[src/rtl/sio_pkg.sv]
package sio_pkg;

    localparam int unsigned AW     = 6;
    localparam int unsigned LANES  = 2;
    localparam int unsigned LANE_W = 9;
    localparam int unsigned DW     = LANES * LANE_W;
    localparam int unsigned DEPTH  = 1 << AW;

    typedef enum logic {
        OP_WR = 1'b0,
        OP_RD = 1'b1
    } op_e;

    typedef struct packed {
        logic          vld;
        op_e           op;
        logic [AW-1:0] addr;
    } cmd_t;

    typedef struct packed {
        logic             vld;
        logic [AW-1:0]    base;
        logic [DW-1:0]    d0;
        logic [DW-1:0]    d1;
        logic [LANES-1:0] en0;
        logic [LANES-1:0] en1;
    } post_t;

    function automatic logic [AW-1:0] partner(input logic [AW-1:0] a);
        return {a[AW-1:1], ~a[0]};
    endfunction

    function automatic logic [DW-1:0] lane_merge(input logic [DW-1:0] old_w,
                                                 input logic [DW-1:0] new_w,
                                                 input logic [LANES-1:0] en);
        logic [DW-1:0] r;
        r = old_w;
        for (int l = 0; l < LANES; l++)
            if (en[l]) r[l*LANE_W +: LANE_W] = new_w[l*LANE_W +: LANE_W];
        return r;
    endfunction

endpackage

[src/rtl/sio_cmd_pipe.sv]
module sio_cmd_pipe
    import sio_pkg::*;
(
    input  logic          clk,
    input  logic          rst,
    input  logic          half_fall,
    input  logic          go_n,
    input  logic          dir_rd,
    input  logic [AW-1:0] cmd_addr,
    output cmd_t          st2,
    output cmd_t          st3,
    output cmd_t          st4
);

    cmd_t st1;
    cmd_t take;

    always_comb begin
        take = '0;
        if (!half_fall && !go_n) begin
            take.vld  = 1'b1;
            take.op   = op_e'(dir_rd);
            take.addr = cmd_addr;
        end
    end

    always_ff @(posedge clk) begin
        if (rst) begin
            st1 <= '0;
            st2 <= '0;
            st3 <= '0;
            st4 <= '0;
        end else begin
            st1 <= take;
            st2 <= st1;
            st3 <= st2;
            st4 <= st3;
        end
    end

endmodule

[src/rtl/sio_wr_post.sv]
module sio_wr_post
    import sio_pkg::*;
(
    input  logic             clk,
    input  logic             rst,
    input  cmd_t             st2,
    input  cmd_t             st3,
    input  logic [DW-1:0]    wr_data,
    input  logic [LANES-1:0] wr_lane_n,
    input  logic [AW-1:0]    look_addr,
    input  logic [DW-1:0]    look_arr,
    output logic [DW-1:0]    look_word,
    output logic             cm_go,
    output post_t            cm
);

    logic             beat0_take;
    logic             beat1_take;
    logic [DW-1:0]    hold_d;
    logic [LANES-1:0] hold_en;
    post_t            pend;

    assign beat0_take = st2.vld && (st2.op == OP_WR);
    assign beat1_take = st3.vld && (st3.op == OP_WR);

    always_ff @(posedge clk) begin
        if (rst) begin
            hold_d  <= '0;
            hold_en <= '0;
            pend    <= '0;
        end else begin
            if (beat0_take) begin
                hold_d  <= wr_data;
                hold_en <= ~wr_lane_n;
            end
            if (beat1_take) begin
                pend.vld  <= 1'b1;
                pend.base <= st3.addr;
                pend.d0   <= hold_d;
                pend.en0  <= hold_en;
                pend.d1   <= wr_data;
                pend.en1  <= ~wr_lane_n;
            end
        end
    end

    // retire the posted burst when the next one completes
    assign cm_go = beat1_take && pend.vld;
    assign cm    = pend;

    always_comb begin
        look_word = look_arr;
        if (pend.vld && look_addr == pend.base)
            look_word = lane_merge(look_word, pend.d0, pend.en0);
        if (pend.vld && look_addr == partner(pend.base))
            look_word = lane_merge(look_word, pend.d1, pend.en1);
    end

endmodule

[src/rtl/sio_store.sv]
module sio_store
    import sio_pkg::*;
(
    input  logic          clk,
    input  logic          cm_go,
    input  post_t         cm,
    input  logic [AW-1:0] raddr,
    output logic [DW-1:0] rdata
);

    logic [DW-1:0] mem [DEPTH];

    always_ff @(posedge clk) begin
        if (cm_go) begin
            mem[cm.base]          <= lane_merge(mem[cm.base], cm.d0, cm.en0);
            mem[partner(cm.base)] <= lane_merge(mem[partner(cm.base)], cm.d1, cm.en1);
        end
    end

    assign rdata = mem[raddr];

endmodule

[src/rtl/sio_rd_out.sv]
module sio_rd_out
    import sio_pkg::*;
(
    input  logic          clk,
    input  logic          rst,
    input  cmd_t          st3,
    input  cmd_t          st4,
    input  logic [DW-1:0] look_word,
    output logic [AW-1:0] look_addr,
    output logic          rd_valid,
    output logic          rd_second,
    output logic [DW-1:0] rd_data
);

    logic first_go;
    logic second_go;

    assign first_go  = st3.vld && (st3.op == OP_RD);
    assign second_go = st4.vld && (st4.op == OP_RD);
    assign look_addr = first_go ? st3.addr : partner(st4.addr);

    always_ff @(posedge clk) begin
        if (rst) begin
            rd_valid  <= 1'b0;
            rd_second <= 1'b0;
            rd_data   <= '0;
        end else if (first_go) begin
            rd_valid  <= 1'b1;
            rd_second <= 1'b0;
            rd_data   <= look_word;
        end else if (second_go) begin
            rd_valid  <= 1'b1;
            rd_second <= 1'b1;
            rd_data   <= look_word;
        end else begin
            rd_valid  <= 1'b0;
            rd_second <= 1'b0;
            rd_data   <= '0;
        end
    end

endmodule

[src/rtl/sio_burst_sram.sv]
module sio_burst_sram
    import sio_pkg::*;
(
    input  logic             clk,
    input  logic             rst,
    input  logic             half_fall,
    input  logic             go_n,
    input  logic             dir_rd,
    input  logic [AW-1:0]    cmd_addr,
    input  logic [DW-1:0]    wr_data,
    input  logic [LANES-1:0] wr_lane_n,
    output logic             rd_valid,
    output logic             rd_second,
    output logic [DW-1:0]    rd_data
);

    cmd_t          st2, st3, st4;
    logic [AW-1:0] look_addr;
    logic [DW-1:0] look_arr;
    logic [DW-1:0] look_word;
    logic          cm_go;
    post_t         cm;

    sio_cmd_pipe u_cmd (
        .clk       (clk),
        .rst       (rst),
        .half_fall (half_fall),
        .go_n      (go_n),
        .dir_rd    (dir_rd),
        .cmd_addr  (cmd_addr),
        .st2       (st2),
        .st3       (st3),
        .st4       (st4)
    );

    sio_wr_post u_post (
        .clk       (clk),
        .rst       (rst),
        .st2       (st2),
        .st3       (st3),
        .wr_data   (wr_data),
        .wr_lane_n (wr_lane_n),
        .look_addr (look_addr),
        .look_arr  (look_arr),
        .look_word (look_word),
        .cm_go     (cm_go),
        .cm        (cm)
    );

    sio_store u_store (
        .clk   (clk),
        .cm_go (cm_go),
        .cm    (cm),
        .raddr (look_addr),
        .rdata (look_arr)
    );

    sio_rd_out u_rd (
        .clk       (clk),
        .rst       (rst),
        .st3       (st3),
        .st4       (st4),
        .look_word (look_word),
        .look_addr (look_addr),
        .rd_valid  (rd_valid),
        .rd_second (rd_second),
        .rd_data   (rd_data)
    );

endmodule

[config.mk]
export PLATFORM = sky130hd
export DESIGN_NAME = sio_burst_sram
export DESIGN_NICKNAME = d
export VERILOG_FILES = /design/src/rtl/sio_pkg.sv /design/src/rtl/sio_cmd_pipe.sv /design/src/rtl/sio_wr_post.sv /design/src/rtl/sio_store.sv /design/src/rtl/sio_rd_out.sv /design/src/rtl/sio_burst_sram.sv
export SDC_FILE = /design/constraint.sdc
export NUM_CORES = 2
export LEC_CHECK = 0
export BUFFER_PORTS_ARGS = -buffer_cell sky130_fd_sc_hd__buf_2
export CAP_MARGIN = 20
export CORE_ASPECT_RATIO = 0.9
export CORE_UTILIZATION = 60
export DETAILED_ROUTE_END_ITERATION = 7
export HOLD_SLACK_MARGIN = 0.06
export PLACE_DENSITY = 0.73
export SETUP_SLACK_MARGIN = 0.05
export SYNTH_ARGS = -nofsm -noshare
export SYNTH_HDL_FRONTEND = slang
export SYNTH_SLANG_ARGS = --single-unit
[constraint.sdc]
create_clock -name clk -period 4.7 [get_ports clk]
set_input_delay 0.235 -clock clk [delete_from_list [all_inputs] [get_ports clk]]
set_output_delay 0.235 -clock clk [all_outputs]
set_load 0.1 [all_outputs]
==> impl_metrics.ini <==
[synthesis]
synthXorXnorAreaFrac_pct = 0.0540
synthMuxAreaShare_pct = 22.6
synthSimpleGateAreaFrac_pct = 12.8
synth-adder-area-share_pct = 0
synth_compound_area_share_pct = 4.23
synth_top_family_by_area = multiplexers
synth-edff-count = 1152
ys_warn_count = 0
syn_area_per_cell_um2 = 12.1
synthTopCellsByArea = edfxtp_1 53%, mux2_2 20%, nand2_1 6.3%
synth_top_area_share_pct = 53.4
ys_types = 52
synth.most_common_cell = mux2_2
syn_area_um2 = 64800
synthArstFlopShare_pct = 0
ys.flop_type = edfxtp_1
ys_top_cells_by_count = 1156 x mux2_2, 1152 x edfxtp_1, 1085 x nand2_1
synth-seq-area-share_pct = 57.0
syn-instance-count = 5357
synth_fp_nets = 5388
synth_seq_cells = 1271
synth_top_area_cell = edfxtp_1

[worst_setup_path]
cp-end-kind = register
slowest_delay_ps = 790
crit_fanout = 62
r2r_start = u_cmd.st3[6]
slowest_stage = nor4_1
criticalPathCategory = register to register
cp_cell_sequence = a21bo_2, nand2_8, nor2_4, buf_4, a32oi_1, nand3_1, a21oi_1, nor4_1, nor3_1
critPathRequiredTime_ps = 5320
reg2reg_slack_ps = 770
reg2reg_depth = 9
endpoint = u_rd.rd_data[13]
start_kind = register
worstReg2RegEnd = u_rd.rd_data[13]
critical_path.startpoint = u_cmd.st3[6]
worstPathArrival_ps = 4550

[sta]
setup_viol = 0
period_share_pct = 83.6
fin_skew_ps = 33.4
tightest_slew_ps = 1260
whs_ps = 245
rsz0062_at_grt = no
setup-tns-final_ps = 0
drv_slew = 0
hold_viol = 0
relSlewSlack_pct = 15.9
fin_crit_ps = 3930
fmax_ghz = 0.255

[layout]
drive_gt1_share_pct = 33.1
regArea_um2 = 37000
nets = 5262
syn_to_final_growth_pct = 9.76
fillCellCount = 7978
multi_input_area_um2 = 25900

[hold_path]
holdPathStages = 3
min_path_type = input pin to register

[placement]
hpwl_um = 125000
port_buffers = 50
routabilityCongestion = 1.05

[global_routing]
antenna_found_initial = 9
grt-ovfl-total = 0
grt_max_degree = 122
grt_first_pass_wirelength_um = 295000
grt_pass1_vias = 43400
track_usage_pct = 36.6

[power_and_ir_drop]
power.density_nw_per_um2 = 324
p_sw_mw = 4.76
power_frac_seq_pct = 52.9
clockPowerShare_pct = 46.0
combPwrFrac_pct = 1.1
internal-power_mw = 18.3
irDropWorstVdd_mv = 0.379
netSwitchingFraction_pct = 20.7
leakagePower_nw = 25.9

[floorplan]
io_pins = 51
dieArea_um2 = 109000
die_y_um = 314
core.rowCount = 114
core_region_area_um2 = 107000
die_width_um = 348
initial_core_util_pct = 60.4

[clocking]
clockBufferDepth = 3
clk_pin_slew_ps = 70
cts_root_buffer = clkbuf_16
cts_tree = built
clock_sinks = 1271
post_cts_buffers = 0
clk_latency_ps = 770
htreeDepth = 4
cts_buffers = 135

[outcome]
violations = DRC
status = finished with violations

[drt]
firstDrtPassIters = 8
viasPerCell = 6.85
top_layer = met5
ant_nets = 0
routed-wl-met2_um = 88100
drc = 1
wl_met3_um = 28100
wl_um = 202000
drt-met1-wl_um = 77500
wl_per_cell_um = 29.8
drt_iter0_drc = 7803
num_vias = 46500

[job]
max_cap_violations = 0
==> state kept, by name, summed over array words and instances, names as in the netlist, 2 cells and up <==
name	flops
u_cmd.st1	8
u_cmd.st2	8
u_cmd.st3	8
u_cmd.st4	8
u_post.cm	47
u_post.hold_d	18
u_post.hold_en	2
u_rd.rd_data	18
u_store.mem	1152
==> power by group through the flow <==
stage | Clock (mW) | Sequential [mW] | Combinational (mW)
floorplan | 0 | 12.4 | 0.132
global placement | 0 | 12.4 | 0.203
detailed placement | 0 | 12.4 | 0.205
CTS | 10.6 | 12.2 | 0.231
global route | 11.0 | 12.2 | 0.251
finish | 10.6 | 12.2 | 0.242
==> placed cells by master, fill, tap and decap left out, types with 25 or more instances in the layout <==
cell / Yosys / routed
a31oi_1: 55 / 54
dlygate4sd3_1: 0 / 43
a21oi_1: 150 / 149
buf_2: 98 / 51
nand2_1: 1085 / 1085
dfxtp_1: 119 / 83
buf_4: 16 / 152
o21ai_0: 37 / 37
nand3_1: 458 / 454
nand4_1: 82 / 82
a32oi_1: 50 / 50
mux2_2: 1156 / 1156
edfxtp_1: 1152 / 1152
mux4_2: 38 / 38
mux2i_1: 75 / 74
clkbuf_1: 388 / 33
dfxtp_2: 0 / 36
clkbuf_16: 0 / 147
nor2_2: 96 / 94
nor2b_1: 30 / 29
clkinv_1: 0 / 25
o22ai_1: 96 / 96
==> metal layers <==
metal	global-route usage [%]	up-vias
met5	0	-
met4	15.1	8
met3	10.1	542
met2	53.5	3459
met1	51.6	22900
li1	-	19600
==> cells by family after synthesis <==
family                 count (synthesis)
AO/OA/AOI/OAI                        438
XOR/XNOR                               4
buffers and inverters                523
flip-flops                          1271
multiplexers                        1269
AND/OR/NAND/NOR                     1852
==> area by class of cell <==
class / instances / area share [%]
flip-flops and latches: 1271 / 52.0
multi-input cells: 3563 / 36.4
clock buffers: 193 / 5.56
repair buffers: 259 / 2.92
well taps: 1450 / 2.55
clock inverters: 51 / 0.519
diodes: 2 / 0.00703
inverters: 1 / 0.00528
==> repair_timing <==
item / 4_1_cts / 5_1_grt
hold buffers: 43 / 0
gates resized for setup: 0 / 0
hold endpoints to repair: 68 / 0
==> critical path, delay by kind of cell (launching register included) <==
kind	cells	cell delay, ps
compound gates	3	600
buf+inv	1	550
flops	1	530
simple gates	5	2000
==> worst min-delay path by stage <==
stage / from / endpoint / slack, ps
3_5_place_dp: u_cmd.st1[4] / u_cmd.st2[4] / 420
6_report: cmd_addr[1] / u_cmd.st1[1] / 250
4_1_cts: wr_lane_n[0] / u_post.cm[0] / 230
5_1_grt: cmd_addr[1] / u_cmd.st1[1] / 250
2_1_floorplan: wr_lane_n[0] / u_post.hold_en[0] / 330
3_3_place_gp: u_cmd.st2[3] / u_cmd.st3[3] / 420
==> through the flow <==
| step | power [mW] | setup WS, ps | cell area (um2) | utilization, % | cells |
|---|---|---|---|---|---|
| finish | 23.0 | 773 | 71200 | 66.3 | 6790 |
| global route | 23.4 | 714 | 71200 | 66.3 | 6790 |
| CTS | 23.0 | 985 | 71100 | 66.3 | 6782 |
| detailed placement | 12.6 | 979 | 66300 | 61.9 | 6495 |
| global placement | 12.6 | 1050 | 66300 | 61.8 | 6494 |
| floorplan | 12.5 | 2190 | 64800 | - | 5357 |
No activity file was read; power rests on OpenSTA's default activity.
